`config.mk`:
```
export PLATFORM = sky130hd
export DESIGN_NAME = phy_pwrup_seq
export DESIGN_NICKNAME = d
export VERILOG_FILES = /design/src/rtl/pwrup_seq_pkg.sv /design/src/rtl/pwrup_seq_timer.sv /design/src/rtl/pwrup_seq_ctrl.sv /design/src/rtl/phy_pwrup_seq.sv
export SDC_FILE = /design/constraint.sdc
export NUM_CORES = 1
export LEC_CHECK = 0
export BUFFER_PORTS_ARGS = -buffer_cell sky130_fd_sc_hd__buf_2
export CELL_PAD_IN_SITES_DETAIL_PLACEMENT = 1
export CELL_PAD_IN_SITES_GLOBAL_PLACEMENT = 1
export CORE_ASPECT_RATIO = 0.9
export CORE_MARGIN = 5
export CORE_UTILIZATION = 49
export CTS_CLUSTER_SIZE = 28
export DETAILED_ROUTE_END_ITERATION = 8
export PLACE_DENSITY = 0.95
export SKIP_CTS_REPAIR_TIMING = 1
export SYNTH_ARGS = -nofsm -noshare
export SYNTH_HDL_FRONTEND = slang
export SYNTH_HIERARCHICAL = 1
export SYNTH_SLANG_ARGS = --single-unit
```
`constraint.sdc`:
```
create_clock -name clk -period 5.6 [get_ports clk]
set_clock_uncertainty 0.2 [all_clocks]
set_input_delay 0.84 -clock clk [delete_from_list [all_inputs] [get_ports clk]]
set_output_delay 0.84 -clock clk [all_outputs]
set_load 0.005 [all_outputs]
```
`src/rtl/pwrup_seq_pkg.sv`:
```
package pwrup_seq_pkg;

  localparam int STATUS_W = 3;
  // status bits that signal readiness: PLL lock (bit 0) and clock-lane stop (bit 2)
  localparam logic [STATUS_W-1:0] HIT_MASK = 3'b101;

  localparam logic [2:0] CTRL_OFF      = 3'b000;
  localparam logic [2:0] CTRL_CLK      = 3'b100;
  localparam logic [2:0] CTRL_CLK_SHUT = 3'b101;
  localparam logic [2:0] CTRL_ALL      = 3'b111;

  typedef enum logic [2:0] {
    ST_IDLE,
    ST_CLK_ON,
    ST_SHUT_OFF,
    ST_SETTLE,
    ST_POLL,
    ST_DONE
  } seqStateT;

  typedef struct packed {
    logic timerClr;
    logic timerRun;
  } seqStrobeT;

  function automatic int maxOf3(int a, int b, int c);
    int m;
    m = a;
    if (b > m) m = b;
    if (c > m) m = c;
    return m;
  endfunction

endpackage

```
`src/rtl/pwrup_seq_timer.sv`:
```
module pwrup_seq_timer
  import pwrup_seq_pkg::*;
#(
  parameter int CYCLES_PER_US = 250,
  parameter int SYNC_STAGES   = 2,
  parameter int CNT_W         = 10
) (
  input  logic                clk,
  input  logic                rstN,
  input  seqStrobeT           strobe,
  input  logic [STATUS_W-1:0] phyStatus,
  output logic                usTick,
  output logic [CNT_W-1:0]    usCount,
  output logic                statusHit
);

  localparam int PRE_W = (CYCLES_PER_US > 1) ? $clog2(CYCLES_PER_US) : 1;
  localparam logic [PRE_W-1:0] PRE_LAST = PRE_W'(CYCLES_PER_US - 1);

  logic [PRE_W-1:0]    preCnt;
  logic [STATUS_W-1:0] statusSync;

  assign usTick = strobe.timerRun && (preCnt == PRE_LAST);

  always_ff @(posedge clk or negedge rstN) begin
    if (!rstN) begin
      preCnt  <= '0;
      usCount <= '0;
    end else if (strobe.timerClr) begin
      preCnt  <= '0;
      usCount <= '0;
    end else if (strobe.timerRun) begin
      if (preCnt == PRE_LAST) begin
        preCnt  <= '0;
        usCount <= usCount + 1'b1;
      end else begin
        preCnt <= preCnt + 1'b1;
      end
    end
  end

  generate
    if (SYNC_STAGES == 0) begin : g_noSync
      assign statusSync = phyStatus;
    end else begin : g_sync
      logic [STATUS_W-1:0] syncQ [SYNC_STAGES];
      always_ff @(posedge clk or negedge rstN) begin
        if (!rstN) begin
          for (int i = 0; i < SYNC_STAGES; i++) syncQ[i] <= '0;
        end else begin
          syncQ[0] <= phyStatus;
          for (int i = 1; i < SYNC_STAGES; i++) syncQ[i] <= syncQ[i-1];
        end
      end
      assign statusSync = syncQ[SYNC_STAGES-1];
    end
  endgenerate

  assign statusHit = |(statusSync & HIT_MASK);

  // microsecond ticks are at least two cycles apart (timing base of R4)
  assert_tick_spacing_R4: assert property (@(posedge clk) disable iff (!rstN)
    (usTick && !strobe.timerClr) |=> !usTick);

endmodule

```
`src/rtl/pwrup_seq_ctrl.sv`:
```
module pwrup_seq_ctrl
  import pwrup_seq_pkg::*;
#(
  parameter int STEP_US    = 1,
  parameter int SETTLE_US  = 1000,
  parameter int POLL_LIMIT = 100,
  parameter int CNT_W      = 10
) (
  input  logic             clk,
  input  logic             rstN,
  input  logic             startReq,
  input  logic             shutReq,
  input  logic             usTick,
  input  logic [CNT_W-1:0] usCount,
  input  logic             statusHit,
  output seqStrobeT        strobe,
  output logic [2:0]       phyCtrl,
  output logic             phyReady,
  output logic             phyTimeout
);

  localparam logic [CNT_W-1:0] STEP_LAST   = CNT_W'(STEP_US - 1);
  localparam logic [CNT_W-1:0] SETTLE_LAST = CNT_W'(SETTLE_US - 1);
  localparam logic [CNT_W-1:0] POLL_LAST   = CNT_W'(POLL_LIMIT - 1);

  seqStateT state, stateNext;
  logic     startOk, setReady, setTimeout;

  assign startOk = startReq && !shutReq && (state == ST_IDLE || state == ST_DONE);

  always_comb begin
    stateNext       = state;
    strobe.timerClr = 1'b0;
    strobe.timerRun = (state == ST_CLK_ON) || (state == ST_SHUT_OFF) ||
                      (state == ST_SETTLE) || (state == ST_POLL);
    setReady        = 1'b0;
    setTimeout      = 1'b0;
    if (shutReq) begin
      stateNext       = ST_IDLE;
      strobe.timerClr = 1'b1;
    end else begin
      case (state)
        ST_IDLE, ST_DONE: begin
          if (startReq) begin
            stateNext       = ST_CLK_ON;
            strobe.timerClr = 1'b1;
          end
        end
        ST_CLK_ON: begin
          if (usTick && usCount == STEP_LAST) begin
            stateNext       = ST_SHUT_OFF;
            strobe.timerClr = 1'b1;
          end
        end
        ST_SHUT_OFF: begin
          if (usTick && usCount == STEP_LAST) begin
            stateNext       = ST_SETTLE;
            strobe.timerClr = 1'b1;
          end
        end
        ST_SETTLE: begin
          if (usTick && usCount == SETTLE_LAST) begin
            stateNext       = ST_POLL;
            strobe.timerClr = 1'b1;
          end
        end
        ST_POLL: begin
          if (usTick) begin
            if (statusHit) begin
              stateNext = ST_DONE;
              setReady  = 1'b1;
            end else if (usCount == POLL_LAST) begin
              stateNext  = ST_DONE;
              setTimeout = 1'b1;
            end
          end
        end
        default: stateNext = ST_IDLE;
      endcase
    end
  end

  always_ff @(posedge clk or negedge rstN) begin
    if (!rstN) begin
      state      <= ST_IDLE;
      phyReady   <= 1'b0;
      phyTimeout <= 1'b0;
    end else begin
      state <= stateNext;
      if (shutReq || startOk) begin
        phyReady   <= 1'b0;
        phyTimeout <= 1'b0;
      end else begin
        if (setReady)   phyReady   <= 1'b1;
        if (setTimeout) phyTimeout <= 1'b1;
      end
    end
  end

  always_comb begin
    case (state)
      ST_IDLE:     phyCtrl = CTRL_OFF;
      ST_CLK_ON:   phyCtrl = CTRL_CLK;
      ST_SHUT_OFF: phyCtrl = CTRL_CLK_SHUT;
      default:     phyCtrl = CTRL_ALL;
    endcase
  end

  assert_shut_clears_R8: assert property (@(posedge clk) disable iff (!rstN)
    shutReq |=> (phyCtrl == CTRL_OFF && !phyReady && !phyTimeout));

  assert_flags_exclusive_R7: assert property (@(posedge clk) disable iff (!rstN)
    !(phyReady && phyTimeout));

  assert_ready_sticky_R7: assert property (@(posedge clk) disable iff (!rstN)
    (phyReady && !startReq && !shutReq) |=> phyReady);

  assert_first_step_R2: assert property (@(posedge clk) disable iff (!rstN)
    (phyCtrl == CTRL_OFF) |=> (phyCtrl == CTRL_OFF || phyCtrl == CTRL_CLK));

  assert_second_step_R3: assert property (@(posedge clk) disable iff (!rstN)
    (phyCtrl == CTRL_CLK) |=> (phyCtrl != CTRL_ALL));

  assert_full_release_R4: assert property (@(posedge clk) disable iff (!rstN)
    (phyCtrl == CTRL_ALL && !shutReq && !startReq) |=> (phyCtrl == CTRL_ALL));

  assert_start_clears_R9: assert property (@(posedge clk) disable iff (!rstN)
    startOk |=> (phyCtrl == CTRL_CLK && !phyReady && !phyTimeout));

endmodule

```
`src/rtl/phy_pwrup_seq.sv`:
```
module phy_pwrup_seq
  import pwrup_seq_pkg::*;
#(
  parameter int CYCLES_PER_US = 250,
  parameter int STEP_US       = 1,
  parameter int SETTLE_US     = 1000,
  parameter int POLL_LIMIT    = 100,
  parameter int SYNC_STAGES   = 2
) (
  input  logic       clk,
  input  logic       rstN,
  input  logic       startReq,
  input  logic       shutReq,
  input  logic [2:0] phyStatus,
  output logic [2:0] phyCtrl,
  output logic       phyReady,
  output logic       phyTimeout
);

  localparam int MAX_US = maxOf3(STEP_US, SETTLE_US, POLL_LIMIT);
  localparam int CNT_W  = $clog2(MAX_US + 1);

  seqStrobeT        strobe;
  logic             usTick;
  logic [CNT_W-1:0] usCount;
  logic             statusHit;

  pwrup_seq_ctrl #(
    .STEP_US(STEP_US), .SETTLE_US(SETTLE_US),
    .POLL_LIMIT(POLL_LIMIT), .CNT_W(CNT_W)
  ) u_ctrl (
    .clk(clk), .rstN(rstN), .startReq(startReq), .shutReq(shutReq),
    .usTick(usTick), .usCount(usCount), .statusHit(statusHit),
    .strobe(strobe), .phyCtrl(phyCtrl), .phyReady(phyReady),
    .phyTimeout(phyTimeout)
  );

  pwrup_seq_timer #(
    .CYCLES_PER_US(CYCLES_PER_US), .SYNC_STAGES(SYNC_STAGES), .CNT_W(CNT_W)
  ) u_timer (
    .clk(clk), .rstN(rstN), .strobe(strobe), .phyStatus(phyStatus),
    .usTick(usTick), .usCount(usCount), .statusHit(statusHit)
  );

endmodule

```
After elaboration in Yosys (flattened, before gate mapping)
Index checks and enable logic that the tools add are counted.

storage, ports and cells
  bits in registers = 29
  word-level logic and storage cells = 79

cells by class
  $add $sub $neg = 2
  equal/unequal tests = 14
  multiplexer cells = 34
  reductions and logical operators = 22

operators by type and width
  kind                   number
  $mux 10                3
  $mux 3                 8
  $mux 8                 3
  $mux 1                 17
  $pmux 3 s5             1
  $ne 3x3->1 const B     4
  $add 10x1->10 const B  1
  $eq 10x10->1 const B   1
  $eq 10x7->1 const B    1
  $logic_not 10->1       1
  $pmux 3 s3             1
  $add 8x1->8 const B    1
  $eq 8x8->1 const B     1
  $reduce_bool 2->1      4
  $eq 3x2->1 const B     2
  $eq 3x3->1 const B     2
  $reduce_and 6->1       1
  $reduce_or 2->1        3
  $logic_and 1x1->1      5
  $logic_or 1x1->1       5
  $ne 4x4->1 const B     1
  $eq 3x1->1 const B     1
  $logic_not 3->1        1
  $ne 3x2->1 const B     1
  other kinds (3)        3

Longest topological paths before layout
Gate-level depths: netlist (run 1).

  depth in word-level cells = 11
  gate-level depth with buffers = 16
  depth with buffers taken out = 13

Modules after synthesis
Netlist (run 1), hierarchy kept.

modules (own cells, without submodules)
  module           instances  cells each  area each (sq um)  seq. area each (sq um)
  pwrup_seq_timer  1          105         1102.3             550.5
  pwrup_seq_ctrl   1          65          496.7              125.1

Worst setup path before layout (run 1)
No wires, ideal clock.

  path kind = register -> register
  start point = register u_ctrl.state[0]
  end point = register u_timer.preCnt[5]
  library setup time = 0.119 ns
  data arrival time = 3.220 ns
  data required time = 5.281 ns
  path slack = 2.061 ns
  stages on the path, launching flop included = 17
  buffers on the path = 3
  period minus slack after synthesis = 3.539 ns
  path through = dfrtp_1 > clkbuf_1 > clkbuf_1 > nor2_1 > xnor2_1 > buf_4 > nand4b_4 > nor2_1 > nor4b_1 > nand4b_1 > nor2_1 > a21oi_1 > o21bai_1 > o2111ai_1 > nor2_1 > xnor2_1 > nor2_1

RTL lines
  what                      line                   text
  start: declaration        pwrup_seq_ctrl.sv:26   seqStateT state, stateNext;
  start signal: assignment  pwrup_seq_ctrl.sv:89   state <= stateNext;
  end signal: assignment    pwrup_seq_timer.sv:37  preCnt <= preCnt + 1'b1;
  end: declaration          pwrup_seq_timer.sv:20  logic [PRE_W-1:0] preCnt;

==> results_dict.tcl, run 1 <==
set metrics [dict create \
    status "complete, no violations" \
    use_met3_pct 4.70 \
    hold_viol 0 \
    vdd_drop_max_v 0.000203 \
    ys_warn_count 6 \
    synth_top_area_share_pct 42.3 \
    start_kind "flop" \
    syn2layout_area_growth_pct 5.95 \
    routabilityCongestion 0.811 \
    die_y_um 64.2 \
    fill_cells 363 \
    tns_ns 0 \
    antenna_found_initial 0 \
    ys_ff_latch 27 \
    grt_overflow 0 \
    first_pass_iters 4 \
    worst-path-max-fanout 16 \
    synth.distinct_cells 50 \
    ioPinCount 12 \
    cts_sinks 27 \
    fmax_mhz 234 \
    cpPeakStageDelay_ns 0.61 \
    rows 19 \
    grt_pass1_wl_um 6530 \
    path_cells "nor2_1 > xnor2_1 > buf_4 > nand4b_4 > nor2_1 > nand3b_1 > nor4_1 > a21oi_1 > o21bai_1 > buf_4 > o2111ai_1 > nor2_1 > xnor2_1 > nor2_1" \
    cp.buffers_inverters 2 \
    grt_start_max_net_pins 28 \
    maxCapViolCount 0 \
    avgSynthCellArea_um2 9.41 \
    num_antenna_cells 0 \
    port_buffers 10 \
    grt_pass1_vias 1348 \
    crit_path_end_kind "flop" \
    crit_arrival_ns 4.31 \
    grt_use_met1_pct 22.0 \
    cts_tree "built" \
    worst_pin_slew_ns 0.699 \
    synth_edf_count 0 \
    track_usage_pct 18.3 \
    slew_violations 0 \
    via_per_inst 5.80 \
    rsz0062_at_grt "no" \
    ctsRootBufferMaster "clkbuf_4" \
    ant_nets 0 \
    dp_hpwl_um 2740 \
    slew_headroom_pct 53.2 \
    met2_usage_pct 32.0 \
    finalCritPeriodShare_pct 76.2 \
    num-nets-final 187 \
    yosysTopAreaCell "dfrtp_1" \
    cp_top_family "simple AND/OR/NAND/NOR gates" \
    p_leak_nw 0.734 \
    die_width_um 70.2 \
    syn_area_um2 1600 \
    async_flop_share_pct 100 \
    drt-initial-drc-count 71 \
    cp.required_ns 5.64 \
    drc 0 \
    syn_inst 170 \
    cts_buffers 3 \
    critPathKind "flop to flop" \
    clk_path_buf_depth 2 \
    setup_viol 0 \
    cp_common_cell "nor2_1" \
    dieArea_um2 4510 \
    grt_busiest_layer "met2" \
    core_um2 3090 \
    critical_path.slowest_cell "dfrtp_1" \
    power.total_mw 0.486 \
    rrSetupSlack_ns 1.34 \
    fin_crit_ns 4.26 \
    clock_latency_ns 0.34 \
    synth.area.top_cells "dfrtp_1 42%, xnor2_1 7.1%, nor2_1 7.0%, ha_1 2.3%, nor4_1 2.3%" \
    synth_seq_area_share_pct 42.3 \
    synth_nets 180 \
    num_vias 1265 \
    wl_um 3680 \
    wl_per_cell_um 16.9 \
    start_util_pct 51.7 \
    p_per_area_nw_per_um2 287 \
    synthFlopType "dfrtp_1" \
    htreeDepth 1 \
    drive_above_1_share_pct 15.3 \
    clk_pin_slew_ns 0.15 \
    hold_path_class "flop to flop" \
]
-- report_power, final --
group          switching [mW]  internal, mW
Sequential             0.0352         0.207
Clock                  0.0598        0.0269
Combinational          0.0866        0.0702
Total                   0.182         0.304
-- flip-flops by register name (all words and copies together) (netlist names) --
name	cells
u_ctrl/phyReady	1
u_ctrl/phyTimeout	1
u_ctrl/state	3
u_timer/g_sync.syncQ	2
u_timer/preCnt	8
u_timer/statusSync	2
u_timer/usCount	10
-- through the flow --
stage	cells	util (%)	worst slack, ns	hold slack [ns]	area [µm²]
finish	218	54.8	1.34	0.174	1690
global route	218	54.8	0.951	0.200	1690
CTS	218	54.8	1.35	0.181	1690
detailed placement	214	53.9	1.46	0.148	1670
global placement	214	53.9	1.75	0.141	1670
floorplan	170	-	2.06	0.131	1600
-- cell usage in the layout, fill, tap and decap left out, types with 4 or more instances in the layout --
cell / instances
xnor2_1: 13
nor4_1: 6
a21oi_1: 6
buf_2: 10
nor2_1: 30
nand2_1: 8
nand4_1: 4
nand3_1: 6
dfrtp_1: 27
inv_1: 4
nor3_1: 6
-- cells by family (layout without fill, tap and decap cells) --
family          after synthesis  count (layout)  share of synthesized area (%)
xor+xnor                     16              16                           8.76
compound gates               19              19                           8.30
flops                        27              27                           42.3
simple gates                 88              88                           32.2
buf+inv                      14              20                           4.07
fa+ha+maj                     3               3                           2.35
mux                           3               3                           2.03
-- synthesized netlist by cell type, types with 3 or more instances --
| cell | number |
|---|---|
| nor4_1 | 6 |
| xnor2_1 | 13 |
| nand4_1 | 4 |
| nand2_1 | 8 |
| nand2b_1 | 3 |
| nand3_1 | 6 |
| nor2_1 | 30 |
| ha_1 | 3 |
| nor3_1 | 6 |
| inv_1 | 4 |
| dfrtp_1 | 27 |
| xor2_1 | 3 |
| nor2b_1 | 3 |
| clkbuf_1 | 5 |
| a21oi_1 | 6 |
-- layer usage --
metal | vias to the layer above | part of all wire, %
met3 | 6 | 3.3
met2 | 20 | 52
met4 | 0 | 2.1
met1 | 626 | 43
met5 | - | 0
li1 | 613 | -
-- path summary, 6_finish.rpt --
path	startpoint	to	cells past startpoint
worst min-delay path	u_timer/g_sync.syncQ[3]	u_timer/statusSync[0]	0
max in group asynchronous	rstN	u_ctrl/phyTimeout	1
worst min register to register	u_timer/g_sync.syncQ[3]	u_timer/statusSync[0]	0
worst max-delay path	u_ctrl/state[0]	u_timer/preCnt[5]	14
worst max register to register	u_ctrl/state[0]	u_timer/preCnt[5]	14
min in group asynchronous	rstN	u_timer/usCount[3]	1
-- cell type report --
cell class / instances / area, µm² / share of cell area [%]
Clock buffer: 3 / 22.5 / 1.33
Clock inverter: 1 / 5.00 / 0.295
Tap cell: 42 / 52.6 / 3.10
Timing Repair Buffer: 12 / 65.1 / 3.84
Sequential cell: 27 / 676 / 39.9
Inverter: 4 / 15.0 / 0.886
Multi-Input combinational cell: 129 / 858 / 50.7
No activity file was read; power rests on OpenSTA's default activity.
==> run 2: changes to the inputs <==
--- a/config.mk
+++ b/config.mk
@@ -5,15 +5,16 @@
 export SDC_FILE = /design/constraint.sdc
 export NUM_CORES = 1
 export LEC_CHECK = 0
+export ABC_AREA = 1
 export BUFFER_PORTS_ARGS = -buffer_cell sky130_fd_sc_hd__buf_2
 export CELL_PAD_IN_SITES_DETAIL_PLACEMENT = 1
 export CELL_PAD_IN_SITES_GLOBAL_PLACEMENT = 1
 export CORE_ASPECT_RATIO = 0.9
 export CORE_MARGIN = 5
-export CORE_UTILIZATION = 49
+export CORE_UTILIZATION = 39
 export CTS_CLUSTER_SIZE = 28
 export DETAILED_ROUTE_END_ITERATION = 8
-export PLACE_DENSITY = 0.95
+export PLACE_DENSITY = 0.86
 export SKIP_CTS_REPAIR_TIMING = 1
 export SYNTH_ARGS = -nofsm -noshare
 export SYNTH_HDL_FRONTEND = slang
==> constraint.sdc (replaced) <==
create_clock -name clk -period 3.8 [get_ports clk]
set_clock_uncertainty 0.2 [all_clocks]
set_input_delay 0.57 -clock clk [delete_from_list [all_inputs] [get_ports clk]]
set_output_delay 0.57 -clock clk [all_outputs]
set_load 0.005 [all_outputs]
==> results_dict.tcl, run 2 <==
set metrics [dict create \
    status "complete, no violations" \
    num_antenna_cells 0 \
    first_pass_iters 4 \
    slew_violations 0 \
    crit_path_end_kind "flop" \
    maxCapViolCount 0 \
    num_vias 1510 \
    reg2reg_from "u_ctrl/state[2]" \
    rr_worst_depth 17 \
    setup_viol 0 \
    synth_edf_count 0 \
    yosysMostFrequentCell "nand2_1" \
    timing.hold.ws_ns 0.0915 \
    start_util_pct 41.3 \
    synthFlopType "dfrtp_1" \
    htreeDepth 1 \
    cp-startpoint "u_ctrl/state[2]" \
    worst_pin_slew_ns 0.613 \
    syn_inst 235 \
    yosysTopAreaCell "dfrtp_1" \
    synthTopCellsByCount "57 x nand2_1, 30 x inv_1, 27 x dfrtp_1, 27 x nor2_1, 19 x nand3_1" \
    wl_per_cell_um 13.0 \
    start_kind "flop" \
    cp.required_ns 3.79 \
    hold_path_class "primary input to async pin" \
    largest_register "u_timer/usCount" \
    cts_buffers 3 \
    final_common_cell "nand2_1" \
    synth.area.top_cells "dfrtp_1 39%, nand2_1 12%, inv_1 6.6%, nor2_1 5.9%, nand3_1 5.5%" \
    grt_start_max_net_pins 28 \
    core_um2 4160 \
    routabilityCongestion 0.845 \
    syn_area_um2 1720 \
    ctsRootBufferMaster "clkbuf_8" \
    wl_um 3980 \
    num-nets-final 257 \
    tns_ns 0 \
    p_leak_nw 0.835 \
    clk_path_buf_depth 2 \
    largest_reg_flops 10 \
    rsz0062_at_grt "no" \
    finalCritPeriodShare_pct 85.7 \
    track_usage_pct 15.8 \
    async_flop_share_pct 100 \
    grt_pass1_wl_um 7330 \
    via_per_inst 4.93 \
    fill_cells 549 \
    fin_crit_ns 3.26 \
    port_buffers 10 \
    ys_warn_count 6 \
    syn2layout_area_growth_pct 8.75 \
    layout_common_cells "57 x nand2_1, 30 x inv_1, 27 x nor2_1, 27 x dfrtp_1, 19 x nand3_1" \
    ioPinCount 12 \
    grt_pass1_vias 1629 \
    largest_registers "u_timer/usCount (10), u_timer/preCnt (8), u_ctrl/state (3)" \
    drt-initial-drc-count 51 \
    power.total_mw 0.794 \
    dieArea_um2 5830 \
    synth_nets 245 \
    ys_ff_latch 27 \
    clock_latency_ns 0.27 \
    hold_viol 0 \
    die_width_um 79.9 \
    vdd_drop_max_v 0.000250 \
    critPathKind "flop to flop" \
    synth_top_area_share_pct 39.4 \
    dp_hpwl_um 3080 \
    ant_nets 0 \
    synth_seq_area_share_pct 39.4 \
    cts_tree "built" \
    rows 22 \
    fmax_mhz 307 \
    p_per_area_nw_per_um2 425 \
    clk_pin_slew_ns 0.10 \
    synth.distinct_cells 33 \
    drc 0 \
    avgSynthCellArea_um2 7.30 \
    grt_overflow 0 \
    crit_arrival_ns 3.25 \
    slew_headroom_pct 59.1 \
    antenna_found_initial 0 \
    worst-path-max-fanout 17 \
    cts_sinks 27 \
    drive_above_1_share_pct 18.3 \
    die_y_um 72.9 \
]
## run 2: cell types whose count changed after synthesis, sizes merged, moves of 4 or more
cell	previous run	this run
clkbuf	5	1
inv	4	35
nand2	8	66
nand3	6	22
nor2	30	34
nor4	7	0
o21ai	1	15
xnor2	13	2
## run 2: worst max-delay path, cell delays in order, from the launching register on
cell	delay, ns
dfrtp_1	0.47
inv_2	0.10
nor3_2	0.20
inv_1	0.10
nand2_1	0.16
inv_1	0.06
nor2_1	0.23
nand2_1	0.09
nor2_1	0.17
nand3_2	0.12
a21o_1	0.17
o2111ai_1	0.16
inv_1	0.30
nand2_2	0.16
nand2_4	0.14
inv_2	0.18
nand2_1	0.07
o21ai_0	0.08
## run 2: layout make-up
type | count | area [µm²] | share of cell area (%)
sequential | 27 | 676 | 36.2
tap | 60 | 75.1 | 4.02
multi-input combinational | 169 | 877 | 47.0
inverter | 35 | 131 | 7.04
timing repair buffer | 11 | 57.6 | 3.08
clock inverter | 1 | 8.76 | 0.469
clock buffer | 3 | 41.3 | 2.21
## run 2: per-stage QoR
stage	cell area (µm²)	worst slack, ns	util [%]	std cells
3_5_place_dp	1820	0.670	43.7	302
5_1_grt	1870	0.154	44.9	306
6_report	1870	0.543	44.9	306
3_3_place_gp	1820	0.736	43.7	302
2_1_floorplan	1720	1.18	-	235
4_1_cts	1870	0.597	44.9	306
## run 2: logic make-up after synthesis
| kind of cell | count (synthesis) | synth area share, % |
|---|---|---|
| AO/OA/AOI/OAI | 26 | 9.26 |
| AND/OR/NAND/NOR | 134 | 36.6 |
| adder cells (fa/ha/maj) | 3 | 2.19 |
| buffers and inverters | 39 | 9.55 |
| flip-flops | 27 | 39.4 |
| XOR/XNOR | 6 | 3.06 |
## run 2: final timing paths
path / endpoint / slack [ns]
worst max-delay path: u_timer/usCount[3] / 0.54
worst min-delay path: u_timer/preCnt[5] / 0.09
worst max register to register: u_timer/usCount[3] / 0.54
worst min register to register: u_timer/statusSync[0] / 0.16
max in group asynchronous: u_ctrl/phyTimeout / 2.91
min in group clk: u_timer/statusSync[0] / 0.16
## run 2: power breakdown
group / leakage (nW) / switching [mW] / internal, mW
Sequential: 0.365 / 0.0296 / 0.308
Combinational: 0.445 / 0.199 / 0.0864
Clock: 0.0261 / 0.0944 / 0.0769
Total: 0.835 / 0.323 / 0.471
## run 2: layer usage
metal	wire length, µm	up-vias	track usage (%)
met5	0	-	0
met4	36	0	3.75
met3	91	2	2.22
met2	1940	19	27.8
met1	1910	728	20.4
li1	-	761	-
==> run 3: changes to the inputs <==
--- a/config.mk
+++ b/config.mk
@@ -9,7 +9,7 @@
 export BUFFER_PORTS_ARGS = -buffer_cell sky130_fd_sc_hd__buf_2
 export CELL_PAD_IN_SITES_DETAIL_PLACEMENT = 1
 export CELL_PAD_IN_SITES_GLOBAL_PLACEMENT = 1
-export CORE_ASPECT_RATIO = 0.9
+export CORE_ASPECT_RATIO = 1.2
 export CORE_MARGIN = 5
 export CORE_UTILIZATION = 39
 export CTS_CLUSTER_SIZE = 28
==> results_dict.tcl, run 3 (synthesized netlist as in run 2, its figures left out) <==
set metrics [dict create \
    p_per_area_nw_per_um2 432 \
    p_leak_nw 0.835 \
    largest_registers "u_timer/usCount (10), u_timer/preCnt (8), u_ctrl/state (3)" \
    rows 26 \
    clock_latency_ns 0.29 \
    rsz0062_at_grt "no" \
    fin_ws_ns 0.612 \
    die_width_um 70.6 \
    slew_headroom_pct 56.9 \
    finalCritPeriodShare_pct 83.9 \
    cts_buffers 3 \
    layout_common_cells "57 x nand2_1, 30 x inv_1, 27 x nor2_1, 27 x dfrtp_1, 19 x nand3_1" \
    path_depth 16 \
    cts_sinks 27 \
    core_um2 4260 \
    crit_arrival_ns 3.18 \
    dp_hpwl_um 3100 \
    num_antenna_cells 0 \
    num_vias 1520 \
    reg2reg_from "u_ctrl/state[2]" \
    drt-initial-drc-count 62 \
    largest_register "u_timer/usCount" \
    track_usage_pct 15.7 \
    cp.required_ns 3.79 \
    wl_um 4040 \
    start_kind "flop" \
    via_per_inst 5.03 \
    status "complete, no violations" \
    tns_ns 0 \
    antenna_found_initial 0 \
    slew_violations 0 \
    start_util_pct 40.3 \
    maxCapViolCount 0 \
    path_cells "inv_2 > nor3_2 > inv_1 > nand2_1 > inv_1 > nor2_1 > nand2_1 > nor2_2 > nand3_2 > o2111ai_1 > inv_1 > nand2_2 > nand2_4 > inv_2 > nand2_1 > o21ai_0" \
    grt_start_max_net_pins 28 \
    dieArea_um2 5830 \
    timing.hold.ws_ns 0.0926 \
    fmax_mhz 314 \
    die_y_um 82.7 \
    ctsRootBufferMaster "clkbuf_8" \
    worstSetupEndpoint "u_timer/usCount[3]" \
    worst_pin_slew_ns 0.647 \
    port_buffers 10 \
    cp_top_family "simple AND/OR/NAND/NOR gates" \
    critPathKind "flop to flop" \
    grt_overflow 0 \
    clk_pin_slew_ns 0.11 \
    setup_viol 0 \
    crit_path_end_kind "flop" \
    grt_pass1_vias 1616 \
    rr_worst_depth 16 \
    htreeDepth 1 \
    ant_nets 0 \
    routabilityCongestion 0.826 \
    clk_path_buf_depth 2 \
    final_common_cell "nand2_1" \
    vdd_drop_max_v 0.000168 \
    worst-path-max-fanout 17 \
    wl_per_cell_um 13.4 \
    place_ws_ns 0.624 \
    hold_path_class "primary input to async pin" \
    drc 0 \
    num-nets-final 257 \
    cpPeakStageDelay_ns 0.48 \
    cts_tree "built" \
    largest_reg_flops 10 \
    grt_use_met1_pct 18.3 \
    r2r-end "u_timer/usCount[3]" \
    drive_above_1_share_pct 18.3 \
    syn2layout_area_growth_pct 8.46 \
    cp.buffers_inverters 5 \
    critical_path.slowest_cell "dfrtp_1" \
    use_met3_pct 1.69 \
    cp-startpoint "u_ctrl/state[2]" \
    fin_crit_ns 3.19 \
    grt_busiest_layer "met2" \
    hold_viol 0 \
    first_pass_iters 4 \
    ioPinCount 12 \
    rrSetupSlack_ns 0.61 \
    met2_usage_pct 30.3 \
    grt_pass1_wl_um 7380 \
]
[run 3: worst min path at each step]
stage | start | endpoint | slack, ns | cells past startpoint
after global placement | u_timer/g_sync.syncQ[3] | u_timer/statusSync[0] | 0.13 | 0
final | rstN | u_timer/preCnt[5] | 0.09 | 1
after floorplan | rstN | u_ctrl/phyReady | 0.07 | 0
after detailed placement | u_timer/g_sync.syncQ[5] | u_timer/statusSync[2] | 0.14 | 0
after global routing | rstN | u_timer/preCnt[5] | 0.15 | 1
after CTS | rstN | u_timer/preCnt[5] | 0.12 | 1
[run 3: routing by layer]
layer	vias up	routed length [µm]
li1	759	-
met1	741	1760
met2	16	2110
met3	4	104
met4	0	54
met5	-	0
[run 3: layout make-up]
| type | instances | area [µm²] |
|---|---|---|
| Fill cell | 547 | 2400 |
| Multi-Input combinational cell | 169 | 877 |
| Sequential cell | 27 | 676 |
| Inverter | 35 | 131 |
| Tap cell | 56 | 70.1 |
| Timing Repair Buffer | 11 | 57.6 |
| Clock buffer | 3 | 41.3 |
| Clock inverter | 1 | 8.76 |
[run 3: report_power, final]
part	switching [mW]	internal, mW	leakage (nW)
sequential	0.0305	0.308	0.365
combinational	0.198	0.0865	0.445
clock	0.104	0.0774	0.0261
[run 3: worst register-to-register path, stage by stage, from the launching register on]
cell	delay, ns
dfrtp_1	0.48
inv_2	0.11
nor3_2	0.18
inv_1	0.08
nand2_1	0.19
inv_1	0.06
nor2_1	0.22
nand2_1	0.10
nor2_2	0.12
nand3_2	0.09
o2111ai_1	0.35
inv_1	0.29
nand2_2	0.16
nand2_4	0.14
inv_2	0.17
nand2_1	0.07
o21ai_0	0.09
[run 3: through the flow]
step	instances	total power [mW]	area [µm²]	util, %
floorplan	235	0.557	1720	-
detailed placement	298	0.632	1810	42.5
finish	302	0.805	1860	43.7
global route	302	0.864	1860	43.7
global placement	298	0.615	1810	42.5
CTS	302	0.816	1860	43.7
